$ cat config.mk
export PLATFORM = sky130hd
export DESIGN_NAME = wrpost_target
export DESIGN_NICKNAME = d
export VERILOG_FILES = /design/src/rtl/wrpost_pkg.sv /design/src/rtl/wrpost_cmd_dec.sv /design/src/rtl/wrpost_addr_ctr.sv /design/src/rtl/wrpost_ctrl.sv /design/src/rtl/wrpost_target.sv
export SDC_FILE = /design/constraint.sdc
export NUM_CORES = 1
export LEC_CHECK = 0
export ABC_AREA = 1
export BUFFER_PORTS_ARGS = -buffer_cell sky130_fd_sc_hd__buf_4
export CAP_MARGIN = 20
export CELL_PAD_IN_SITES_DETAIL_PLACEMENT = 2
export CELL_PAD_IN_SITES_GLOBAL_PLACEMENT = 2
export CORE_ASPECT_RATIO = 2
export CORE_MARGIN = 3
export CORE_UTILIZATION = 27
export CTS_CLUSTER_SIZE = 25
export DETAILED_ROUTE_END_ITERATION = 8
export PLACE_DENSITY = 0.91
export SETUP_SLACK_MARGIN = 0.02
export SKIP_CTS_REPAIR_TIMING = 1
export SYNTH_ARGS = -nofsm -noshare
export SYNTH_HDL_FRONTEND = slang
export SYNTH_SLANG_ARGS = --single-unit
$ cat constraint.sdc
create_clock -name clk -period 1.9 [get_ports clk]
set_input_delay 0.19 -clock clk [delete_from_list [all_inputs] [get_ports clk]]
set_output_delay 0.19 -clock clk [all_outputs]
set_load 0.02 [all_outputs]
$ cat src/rtl/wrpost_pkg.sv
// Package: shared state encoding and command codes for the posted write target.
// Assumes 4-bit bus commands; only the three posted write codes are named here.
package wrpost_pkg;

    typedef enum logic [2:0] {
        ST_IDLE,
        ST_DECODE,
        ST_CLAIM,
        ST_DATA,
        ST_DISC,
        ST_IGNORE
    } wrpost_state_t;

    localparam logic [3:0] CMD_MEM_WR     = 4'b0111;
    localparam logic [3:0] CMD_MEM_WR_INV = 4'b1111;
    localparam logic [3:0] CMD_MEM_WR_BLK = 4'b1001;

endpackage

$ cat src/rtl/wrpost_cmd_dec.sv
// Module: classifies the latched bus command.
// Outputs whether it may be posted, and the DWORD mask of the aligned block
// that bounds the burst. Assumes CL_DW and PAGE_DW are powers of two.
module wrpost_cmd_dec
    import wrpost_pkg::*;
#(
    parameter int CL_DW   = 8,
    parameter int PAGE_DW = 1024
) (
    input  logic [3:0]  cmd,
    output logic        posted,
    output logic [29:0] blk_mask
);
    localparam logic [29:0] CL_MASK   = 30'(CL_DW - 1);
    localparam logic [29:0] PAGE_MASK = 30'(PAGE_DW - 1);

    // Decide postability and pick the boundary block size for the command.
    always_comb begin
        posted   = (cmd == CMD_MEM_WR) || (cmd == CMD_MEM_WR_INV) || (cmd == CMD_MEM_WR_BLK);
        blk_mask = (cmd == CMD_MEM_WR_INV) ? CL_MASK : PAGE_MASK;
    end

endmodule

$ cat src/rtl/wrpost_addr_ctr.sv
// Module: DWORD address counter for the current data phase.
// It loads in the address phase and steps by one DWORD (4 bytes) per accepted
// phase. It flags whether the current or the following DWORD is the last one
// of its aligned block.
module wrpost_addr_ctr (
    input  logic        clk,
    input  logic        rst_n,
    input  logic        load,
    input  logic [29:0] load_dw,
    input  logic        step,
    input  logic [29:0] blk_mask,
    output logic [29:0] cur_dw,
    output logic        cur_last,
    output logic        nxt_last
);
    logic [29:0] nxt_dw;

    // Hold the DWORD address of the data phase in progress.
    always_ff @(posedge clk) begin
        if (!rst_n)
            cur_dw <= '0;
        else if (load)
            cur_dw <= load_dw;
        else if (step)
            cur_dw <= nxt_dw;
    end

    // Boundary flags: low address bits all ones means last DWORD of the block.
    always_comb begin
        nxt_dw   = cur_dw + 30'd1;
        cur_last = (cur_dw & blk_mask) == blk_mask;
        nxt_last = (nxt_dw & blk_mask) == blk_mask;
    end

endmodule

$ cat src/rtl/wrpost_ctrl.sv
// Module: target control state machine.
// It finds the address phase, makes the claim with medium decode timing,
// paces data with no wait states and chooses the disconnect phase.
// Assumes only this block pushes into the queue, so fifo_free can only
// rise between its own pushes.
module wrpost_ctrl
    import wrpost_pkg::*;
#(
    parameter int FREE_W = 6
) (
    input  logic              clk,
    input  logic              rst_n,
    input  logic              frame_n,
    input  logic              irdy_n,
    input  logic              hit_q,
    input  logic              posted,
    input  logic [FREE_W-1:0] fifo_free,
    input  logic              cur_last,
    input  logic              nxt_last,
    output logic              addr_phase,
    output logic              xfer,
    output logic              push_addr,
    output logic              devsel_n,
    output logic              trdy_n,
    output logic              stop_n
);
    localparam logic [FREE_W-1:0] ONE = FREE_W'(1);
    localparam logic [FREE_W-1:0] TWO = FREE_W'(2);

    wrpost_state_t state;
    logic          frame_q;

    // Combinational strobes derived from the state and the initiator pins.
    always_comb begin
        addr_phase = (state == ST_IDLE) && !frame_n && frame_q && irdy_n;
        xfer       = (state == ST_DATA) && !irdy_n;
        push_addr  = (state == ST_CLAIM);
    end

    // Advance the handshake state and register the target pins.
    always_ff @(posedge clk) begin
        if (!rst_n) begin
            state    <= ST_IDLE;
            frame_q  <= 1'b1;
            devsel_n <= 1'b1;
            trdy_n   <= 1'b1;
            stop_n   <= 1'b1;
        end else begin
            frame_q <= frame_n;
            case (state)
                ST_IDLE: begin
                    if (addr_phase)
                        state <= ST_DECODE;
                end
                ST_DECODE: begin
                    if (hit_q && posted && (fifo_free >= TWO)) begin
                        state    <= ST_CLAIM;
                        devsel_n <= 1'b0;
                    end else begin
                        state <= ST_IGNORE;
                    end
                end
                ST_CLAIM: begin
                    state  <= ST_DATA;
                    trdy_n <= 1'b0;
                    stop_n <= !(cur_last || (fifo_free <= TWO));
                end
                ST_DATA: begin
                    if (xfer) begin
                        if (frame_n) begin
                            state    <= ST_IDLE;
                            devsel_n <= 1'b1;
                            trdy_n   <= 1'b1;
                            stop_n   <= 1'b1;
                        end else if (!stop_n) begin
                            state  <= ST_DISC;
                            trdy_n <= 1'b1;
                        end else begin
                            stop_n <= !(nxt_last || (fifo_free <= TWO));
                        end
                    end else begin
                        stop_n <= !(cur_last || (fifo_free <= ONE));
                    end
                end
                ST_DISC: begin
                    if (frame_n) begin
                        state    <= ST_IDLE;
                        devsel_n <= 1'b1;
                        stop_n   <= 1'b1;
                    end
                end
                ST_IGNORE: begin
                    if (frame_n && irdy_n)
                        state <= ST_IDLE;
                end
                default: state <= ST_IDLE;
            endcase
        end
    end

endmodule

$ cat src/rtl/wrpost_target.sv
// Module: top of the posted memory write target acceptor.
// It latches the command, decode hit and address in the address phase, and
// builds the queue entries from the control strobes. Assumes the queue
// accepts an entry on every clock edge at which q_push is high.
module wrpost_target #(
    parameter int CL_DW   = 8,
    parameter int PAGE_DW = 1024,
    parameter int FREE_W  = 6
) (
    input  logic              clk,
    input  logic              rst_n,
    input  logic              frame_n,
    input  logic              irdy_n,
    input  logic [31:0]       ad,
    input  logic [3:0]        cbe_n,
    input  logic              hit,
    input  logic [FREE_W-1:0] fifo_free,
    output logic              devsel_n,
    output logic              trdy_n,
    output logic              stop_n,
    output logic              q_push,
    output logic              q_is_addr,
    output logic              q_last,
    output logic [3:0]        q_tag,
    output logic [31:0]       q_word
);
    logic [3:0]  cmd_q;
    logic        hit_q;
    logic [1:0]  addr_lo;
    logic        posted;
    logic [29:0] blk_mask;
    logic [29:0] cur_dw;
    logic        cur_last;
    logic        nxt_last;
    logic        addr_phase;
    logic        xfer;
    logic        push_addr;

    // Capture command, decode result and byte offset in the address phase.
    always_ff @(posedge clk) begin
        if (!rst_n) begin
            cmd_q   <= '0;
            hit_q   <= 1'b0;
            addr_lo <= '0;
        end else if (addr_phase) begin
            cmd_q   <= cbe_n;
            hit_q   <= hit;
            addr_lo <= ad[1:0];
        end
    end

    wrpost_cmd_dec #(
        .CL_DW   (CL_DW),
        .PAGE_DW (PAGE_DW)
    ) u_dec (
        .cmd      (cmd_q),
        .posted   (posted),
        .blk_mask (blk_mask)
    );

    wrpost_addr_ctr u_actr (
        .clk      (clk),
        .rst_n    (rst_n),
        .load     (addr_phase),
        .load_dw  (ad[31:2]),
        .step     (xfer),
        .blk_mask (blk_mask),
        .cur_dw   (cur_dw),
        .cur_last (cur_last),
        .nxt_last (nxt_last)
    );

    wrpost_ctrl #(
        .FREE_W (FREE_W)
    ) u_ctrl (
        .clk        (clk),
        .rst_n      (rst_n),
        .frame_n    (frame_n),
        .irdy_n     (irdy_n),
        .hit_q      (hit_q),
        .posted     (posted),
        .fifo_free  (fifo_free),
        .cur_last   (cur_last),
        .nxt_last   (nxt_last),
        .addr_phase (addr_phase),
        .xfer       (xfer),
        .push_addr  (push_addr),
        .devsel_n   (devsel_n),
        .trdy_n     (trdy_n),
        .stop_n     (stop_n)
    );

    // Form the queue entry: address/command in the claim clock, data otherwise.
    always_comb begin
        q_push    = push_addr || xfer;
        q_is_addr = push_addr;
        q_last    = xfer && (frame_n || !stop_n);
        q_tag     = push_addr ? cmd_q : ~cbe_n;
        q_word    = push_addr ? {cur_dw, addr_lo} : ad;
    end

endmodule

==> results of run 1 <==
[synthesized netlist by cell type (2+ instances only)]
cell type,number
a31oi_1,21
nand2_4,2
a221o_1,2
nand4_1,7
xor2_1,17
a21oi_1,14
inv_2,11
nand3_2,3
nor2_2,7
dfxtp_1,44
o21ai_1,3
nor2_4,4
ha_1,2
nand3_1,28
nor3_1,6
o21ai_0,41
inv_1,49
nor2_1,49
nand2_2,3
nand2_1,177
buf_2,8
o22ai_1,5
clkbuf_1,12
[worst paths after layout]
| kind | cells past startpoint | slack, ns | to |
|---|---|---|---|
| setup reg to reg | 10 | -0.19 | u_actr.cur_dw[24]$_SDFFE_PN0P_ |
| hold reg to reg | 2 | 0.52 | u_ctrl.trdy_n$_SDFFE_PN1P_ |
| hold / removal | 3 | 0.16 | cmd_q[0]$_SDFFE_PN0P_ |
| setup / recovery | 10 | -0.19 | u_actr.cur_dw[24]$_SDFFE_PN0P_ |
[where the power goes]
group / switching [mW] / total (mW) / internal (mW) / leakage (nW)
logic: 2.06 / 3.32 / 1.26 / 1.82
clock network: 0.420 / 1.04 / 0.620 / 0.0808
registers: 0.204 / 1.28 / 1.07 / 0.364
total: 2.69 / 5.64 / 2.95 / 2.26
[kinds of logic (layout without fill, tap and decap cells)]
logic type / count (synthesis) / in the layout / share of synthesized area (%)
AO/OA/AOI/OAI: 92 / 92 / 16.34
flip-flops: 44 / 44 / 27.27
adder cells (fa/ha/maj): 2 / 2 / 0.7745
XOR/XNOR: 18 / 18 / 4.880
buffers and inverters: 83 / 211 / 10.19
AND/OR/NAND/NOR: 295 / 295 / 40.55
[cell type report]
type,instances,area (um^2),area share [%]
Clock buffer,6,128.9,2.448
Clock inverter,2,35.03,0.6656
Inverter,61,246.5,4.683
Multi-Input combinational cell,407,2432,46.21
Sequential cell,44,899.6,17.09
Tap cell,142,177.7,3.375
Timing Repair Buffer,136,1224,23.25
Timing Repair inverter,6,120.1,2.282
[per-layer routing]
| metal | part of all wire, % | global-route usage, % |
|---|---|---|
| met1 | 31 | 20.67 |
| met5 | 0 | 0 |
| met2 | 54 | 50.26 |
| met4 | 10 | 15.25 |
| met3 | 4.2 | 2.618 |
[registers in the layout (all words and copies together) (netlist names)]
signal / cells
addr_lo: 2
cmd_q: 4
hit_q: 1
u_actr.cur_dw: 30
u_ctrl.devsel_n: 1
u_ctrl.frame_q: 1
u_ctrl.state: 3
u_ctrl.stop_n: 1
u_ctrl.trdy_n: 1
[stage by stage]
step                      power (mW)  cells  setup TNS, ns
after CTS                      4.373    775         -6.501
after floorplan                2.392    534              0
after global routing           5.859    804         -8.665
after global placement         3.188    767              0
after detailed placement       3.348    767        -0.1533
final                          5.636    804         -4.878
[worst max-delay path, stage by stage, from the launching register on]
cell,delay (ns)
dfxtp_1,0.48
nand2_1,0.17
nor2_4,0.19
nand2_4,0.09
nor2_4,0.16
nand3_4,0.10
nor2_4,0.12
nand4_1,0.15
xor2_2,0.23
a21oi_2,0.18
nor2_1,0.07
==> summary.txt, run 1 <==
Hold path
  – Hold path startpoint: cbe_n[0]
  – Worst Hold Class: input pin to flop

Route
  – Number of DRC markers in iteration 0: 207
  – Vias: 4552
  – DRC violations left: 0
  – Antenna Nets Post-Route: 0
  – Drt wl/cell: 27.71 um
  – Final WL: 22280 um
  – Drt pass-1 iters: 4
  – Vias per cell: 5.662

GRT
  – Largest net degree at the start of global routing: 50
  – First-pass GRT wire length: 25510 um
  – GRT Total Usage: 24.16%
  – Initial antenna violation count: 0
  – Vias in the first global route: 4757
  – Gr ovfl total: 0

Placed design
  – Post-Place Worst Slack: -0.09547 ns
  – Final GP Congestion: 0.8799
  – Port Buffers: 88
  – Post-DP Area: 4182 um^2
  – Final HPWL DP: 12680 um

Timing
  – Layout Skew: 0.005956 ns
  – Achievable frequency: 478.4 MHz
  – Worst Max-Slew Pin Slew: 0.5763 ns
  – RSZ-0062 raised after global routing: true
  – Max Slew Vio Count: 0
  – Final hold vios: 0
  – Fin crit period: 2.090 ns
  – Slew HR: 61.52%
  – Final Cycle Share: 110.0%
  – Worst setup margin: -0.1902 ns
  – Final setup viols: 47
  – Hold slack final: 0.1581 ns

Yosys
  – Ys async rst share: 0%
  – Top FF cell, synth: dfxtp_1
  – Area contributors post-synth: dfxtp_1 27%, nand2_1 21%, o21ai_0 6.4%
  – EDFF count, synth: 0
  – Synth warnings: 0
  – Synth Area per Inst: 6.050 um^2
  – Post-Syn Area: 3231 um^2
  – Synth unique cells: 42
  – #FFs+latches synth: 44
  – Largest area contributor in the netlist: dfxtp_1
  – Yosys top cell area share: 27.27%
  – Post-synthesis sequential area ratio: 27.27%
  – Syn_nets: 583
  – Syn Inst Count: 534

Critical path
  – Worst r2r src: u_actr.cur_dw[4]$_SDFFE_PN0P_
  – Worst Setup End Kind: flop
  – Maximum fanout along the worst path: 4
  – Worst setup SP type: flop
  – Crit path launch: u_actr.cur_dw[4]$_SDFFE_PN0P_
  – Worst endpoint data arrival time: 2.26 ns
  – WS Path Type: flop to flop
  – WP data required: 2.06 ns

Power and ir drop
  – Maximum vdd drop: 850.3 uV
  – Power density over the cells: 1071 nW/um^2
  – P_leak: 2.264 nW

Floorplan
  – Die area: 13390 um^2
  – Area of the core: 11490 um^2
  – Row cnt: 55
  – I/O pin cnt: 89
  – Starting Density: 28.11%
  – Die Span X: 83.35 um
  – Die Y: 160.7 um

Clocking
  – CTS max path bufs: 2
  – Clock Tree Root: clkbuf_16
  – CTS clock-pin slew for the worst setup and hold paths: 0.07 ns
  – CTS Buf Count: 5
  – Skew-Pair Late Insertion Delay: 0.31 ns
  – H-tree lvl count: 2
  – Clock sink total: 44
  – TritonCTS clock tree: built

Layout
  – Synthesis-to-finish area growth: 62.94%
  – Final Core Density: 45.80%
  – Most frequent cells in the layout: 137 x nand2_1, 102 x buf_4, 49 x inv_1
  – Filler Cell Count: 1331
  – # diodes: 0
  – Fin area: 5264 um^2
  – Fraction of layout instances using a drive strength above 1: 41.39%
  – Most common cell after layout, fill and taps aside: nand2_1
  – Fin nets: 710

Flow run
  – Max-capacitance violation count: 0

Run status
  – Failing checks: setup timing
  – Status: finished, violations left
Note: power is estimated with default switching activity, not from simulation.
==> inputs of run 2 (changes only) <==
- CORE_UTILIZATION: 27 -> 24
- PLACE_DENSITY: 0.91 -> 0.86
- clock period: 1.9 -> 1.8 ns (I/O delays scaled with it)
==> run 2 against run 1 <==
Wire length fell by 9.8%. Cell area grew 0.19%. Sequential share of layout area fell by 0.080 points. The flow still finishes with violations (setup timing). Worst hold slack got worse by 0.017 ns. Global-route usage shrank 2.3 points. Clock power hardly changed.
==> summary.txt, run 2 (synthesis gave the netlist of run 1 again) <==
Run status
  – Status: finished, violations left
  – Failing checks: setup timing

Layout
  – # diodes: 0 (unchanged)
  – Largest regs: u_actr.cur_dw (30), cmd_q (4), u_ctrl.state (3)
  – Fraction of layout instances using a drive strength above 1: 41.65% (+0.26 points)
  – Max reg flops: 30 (unchanged)
  – Synthesis-to-finish area growth: 63.25%
  – Most frequent cells in the layout: 137 x nand2_1, 106 x buf_4, 47 x inv_1
  – Most common cell after layout, fill and taps aside: nand2_1
  – Most flop-heavy register: u_actr.cur_dw
  – Fin cells: 817 (+1.6%)
  – Filler Cell Count: 1526 (+15%)
  – Fin nets: 713 (+0.42%)

GRT
  – M3 GR Usage: 2.568% (-0.050 points)
  – Met1 GRT Util: 20.07% (-0.60 points)
  – M2 GR Usage: 42.84% (-7.4 points)
  – First-pass GRT wire length: 24950 um (-2.2%)
  – Gr ovfl total: 0 (unchanged)
  – Initial antenna violation count: 0 (unchanged)
  – Vias in the first global route: 4815 (+1.2%)
  – GRT Total Usage: 21.87% (-2.3 points)
  – Gr busiest metal: met2
  – Largest net degree at the start of global routing: 29 (-42%)

Flow run
  – Max-capacitance violation count: 0 (unchanged)

Timing
  – Final setup viols: 42 (-11%)
  – Hold slack final: 0.1415 ns (-0.01654 ns)
  – Worst setup margin: -0.2270 ns (-0.03679 ns)
  – Final hold vios: 0 (unchanged)
  – Max Slew Vio Count: 0 (unchanged)
  – Fin crit period: 2.027 ns
  – Worst Max-Slew Pin Slew: 0.6137 ns (+0.03746 ns)
  – RSZ-0062 raised after global routing: true
  – Post-route setup TNS: -5.762 ns (-0.8838 ns)
  – Slew HR: 59.02% (-2.5 points)
  – Achievable frequency: 493.3 MHz
  – Final Cycle Share: 112.6%
  – Layout Skew: 0.009414 ns (+0.003458 ns)

Route
  – Vias: 4449 (-2.3%)
  – DRC violations left: 0 (unchanged)
  – Vias per cell: 5.446 (-3.8%)
  – Number of DRC markers in iteration 0: 212 (+2.4%)
  – Drt wl/cell: 24.59 um (-11%)
  – Antenna Nets Post-Route: 0 (unchanged)
  – Final WL: 20090 um (-9.8%)
  – Drt pass-1 iters: 4 (unchanged)

Power and ir drop
  – P_leak: 2.392 nW (+5.6%)
  – Maximum vdd drop: 555.8 uV (-35%)
  – PnR Total Power: 5.543 mW (-1.6%)
  – Power density over the cells: 1051 nW/um^2 (-1.8%)

Clocking
  – TritonCTS clock tree: built
  – CTS max path bufs: 2 (unchanged)
  – Clock sink total: 44 (unchanged)
  – Skew-Pair Late Insertion Delay: 0.31 ns (about the same)
  – CTS Buf Count: 5 (unchanged)
  – CTS clock-pin slew for the worst setup and hold paths: 0.08 ns (about the same)
  – Clock Tree Root: clkbuf_16
  – H-tree lvl count: 2 (unchanged)

Floorplan
  – I/O pin cnt: 89 (unchanged)
  – Area of the core: 13070 um^2 (+14%)
  – Die Span X: 88.04 um (+5.6%)
  – Starting Density: 24.72% (-3.4 points)
  – Die area: 14970 um^2 (+12%)
  – Die Y: 170.1 um (+5.8%)
  – Row cnt: 59 (+7.3%)

Critical path
  – Crit path launch: u_ctrl.state[1]$_SDFFE_PN0P_
  – WP data required: 1.62 ns (-0.44 ns)
  – Reg2reg setup slack: -0.18 ns (about the same)
  – Worst Setup End Kind: output pin
  – Worst r2r path cells: 15 (+5)
  – Worst r2r src: u_actr.cur_dw[1]$_SDFFE_PN0P_
  – Maximum fanout along the worst path: 7 (+3)
  – WS Path Type: flop to output pin
  – Worst setup SP type: flop
  – Worst endpoint data arrival time: 1.85 ns (-0.41 ns)
  – Critical Path Sink: q_tag[1]
  – RR Endpoint: u_ctrl.stop_n$_SDFFE_PN1P_

Hold path
  – Worst Hold Class: input pin to flop

Placed design
  – Final GP Congestion: 0.8555 (-2.8%)
  – Port Buffers: 88 (unchanged)
  – # placed instances: 788 (+2.7%)
  – Final HPWL DP: 12400 um (-2.2%)
run 2: cell count changes in the layout (fill, tap and decap cells not counted), moves of 3 or more:
| cell | change |
|---|---|
| o21ai_1 | +5 |
| buf_4 | +4 |
| inv_6 | +3 |
| nand3_2 | +5 |
| o21ai_2 | -12 |
| dfxtp_2 | +4 |
| nor2_2 | -4 |
| clkinv_8 | -3 |
| o21ai_0 | +5 |
| nor2_4 | +3 |
| nand3_1 | -6 |
run 2: layout make-up:
type,instances,area [um^2],area share [%]
multi-input cells,407,2467,46.79
repair buffers,143,1300,24.65
flip-flops and latches,44,897.1,17.01
inverters,61,251.5,4.769
well taps,152,190.2,3.606
clock buffers,7,142.6,2.705
repair inverters,2,17.52,0.3321
clock inverters,1,7.507,0.1423
run 2: per-stage QoR:
stage / setup slack (ns) / util (%) / instance area [um^2]
floorplan: 0.07654 / - / 3231
global placement: 0.04785 / 32.83 / 4289
detailed placement: -0.1063 / 32.83 / 4289
CTS: -0.3284 / 33.97 / 4439
global route: -0.2862 / 40.36 / 5274
finish: -0.2270 / 40.36 / 5274
run 2: report_power, final:
part	leakage, nW	internal, mW	switching, mW	total (mW)
Combinational	1.96	1.25	1.93	3.18
Sequential	0.364	1.13	0.206	1.34
Clock	0.0701	0.556	0.472	1.03
run 2: how the worst min path moves through the flow:
stage / slack [ns] / end / depth (start not counted) / start
floorplan: 0.32 / u_actr.cur_dw[8]$_SDFFE_PN0P_ / 2 / ad[10]
global placement: 0.44 / u_ctrl.trdy_n$_SDFFE_PN1P_ / 2 / u_ctrl.trdy_n$_SDFFE_PN1P_
detailed placement: 0.46 / addr_lo[0]$_SDFFE_PN0P_ / 3 / ad[0]
CTS: 0.15 / cmd_q[1]$_SDFFE_PN0P_ / 3 / cbe_n[1]
global route: 0.16 / cmd_q[0]$_SDFFE_PN0P_ / 3 / cbe_n[0]
finish: 0.14 / cmd_q[0]$_SDFFE_PN0P_ / 3 / cbe_n[0]
run 2: worst max-delay path, cell delays in order, from the launching register on:
cell and delay (ns):
dfxtp_2 0.37, inv_2 0.05, nor2_4 0.11, inv_4 0.07
nor2_4 0.25, buf_6 0.17, buf_12 0.14, nand2_1 0.07
o21ai_1 0.12, buf_4 0.18
run 2: metal layers:
layer | share of wire [%] | routed length [um]
met5 | 0 | 0
met4 | 8.3 | 1670
met3 | 3.4 | 681
met2 | 54 | 10860
met1 | 34 | 6875
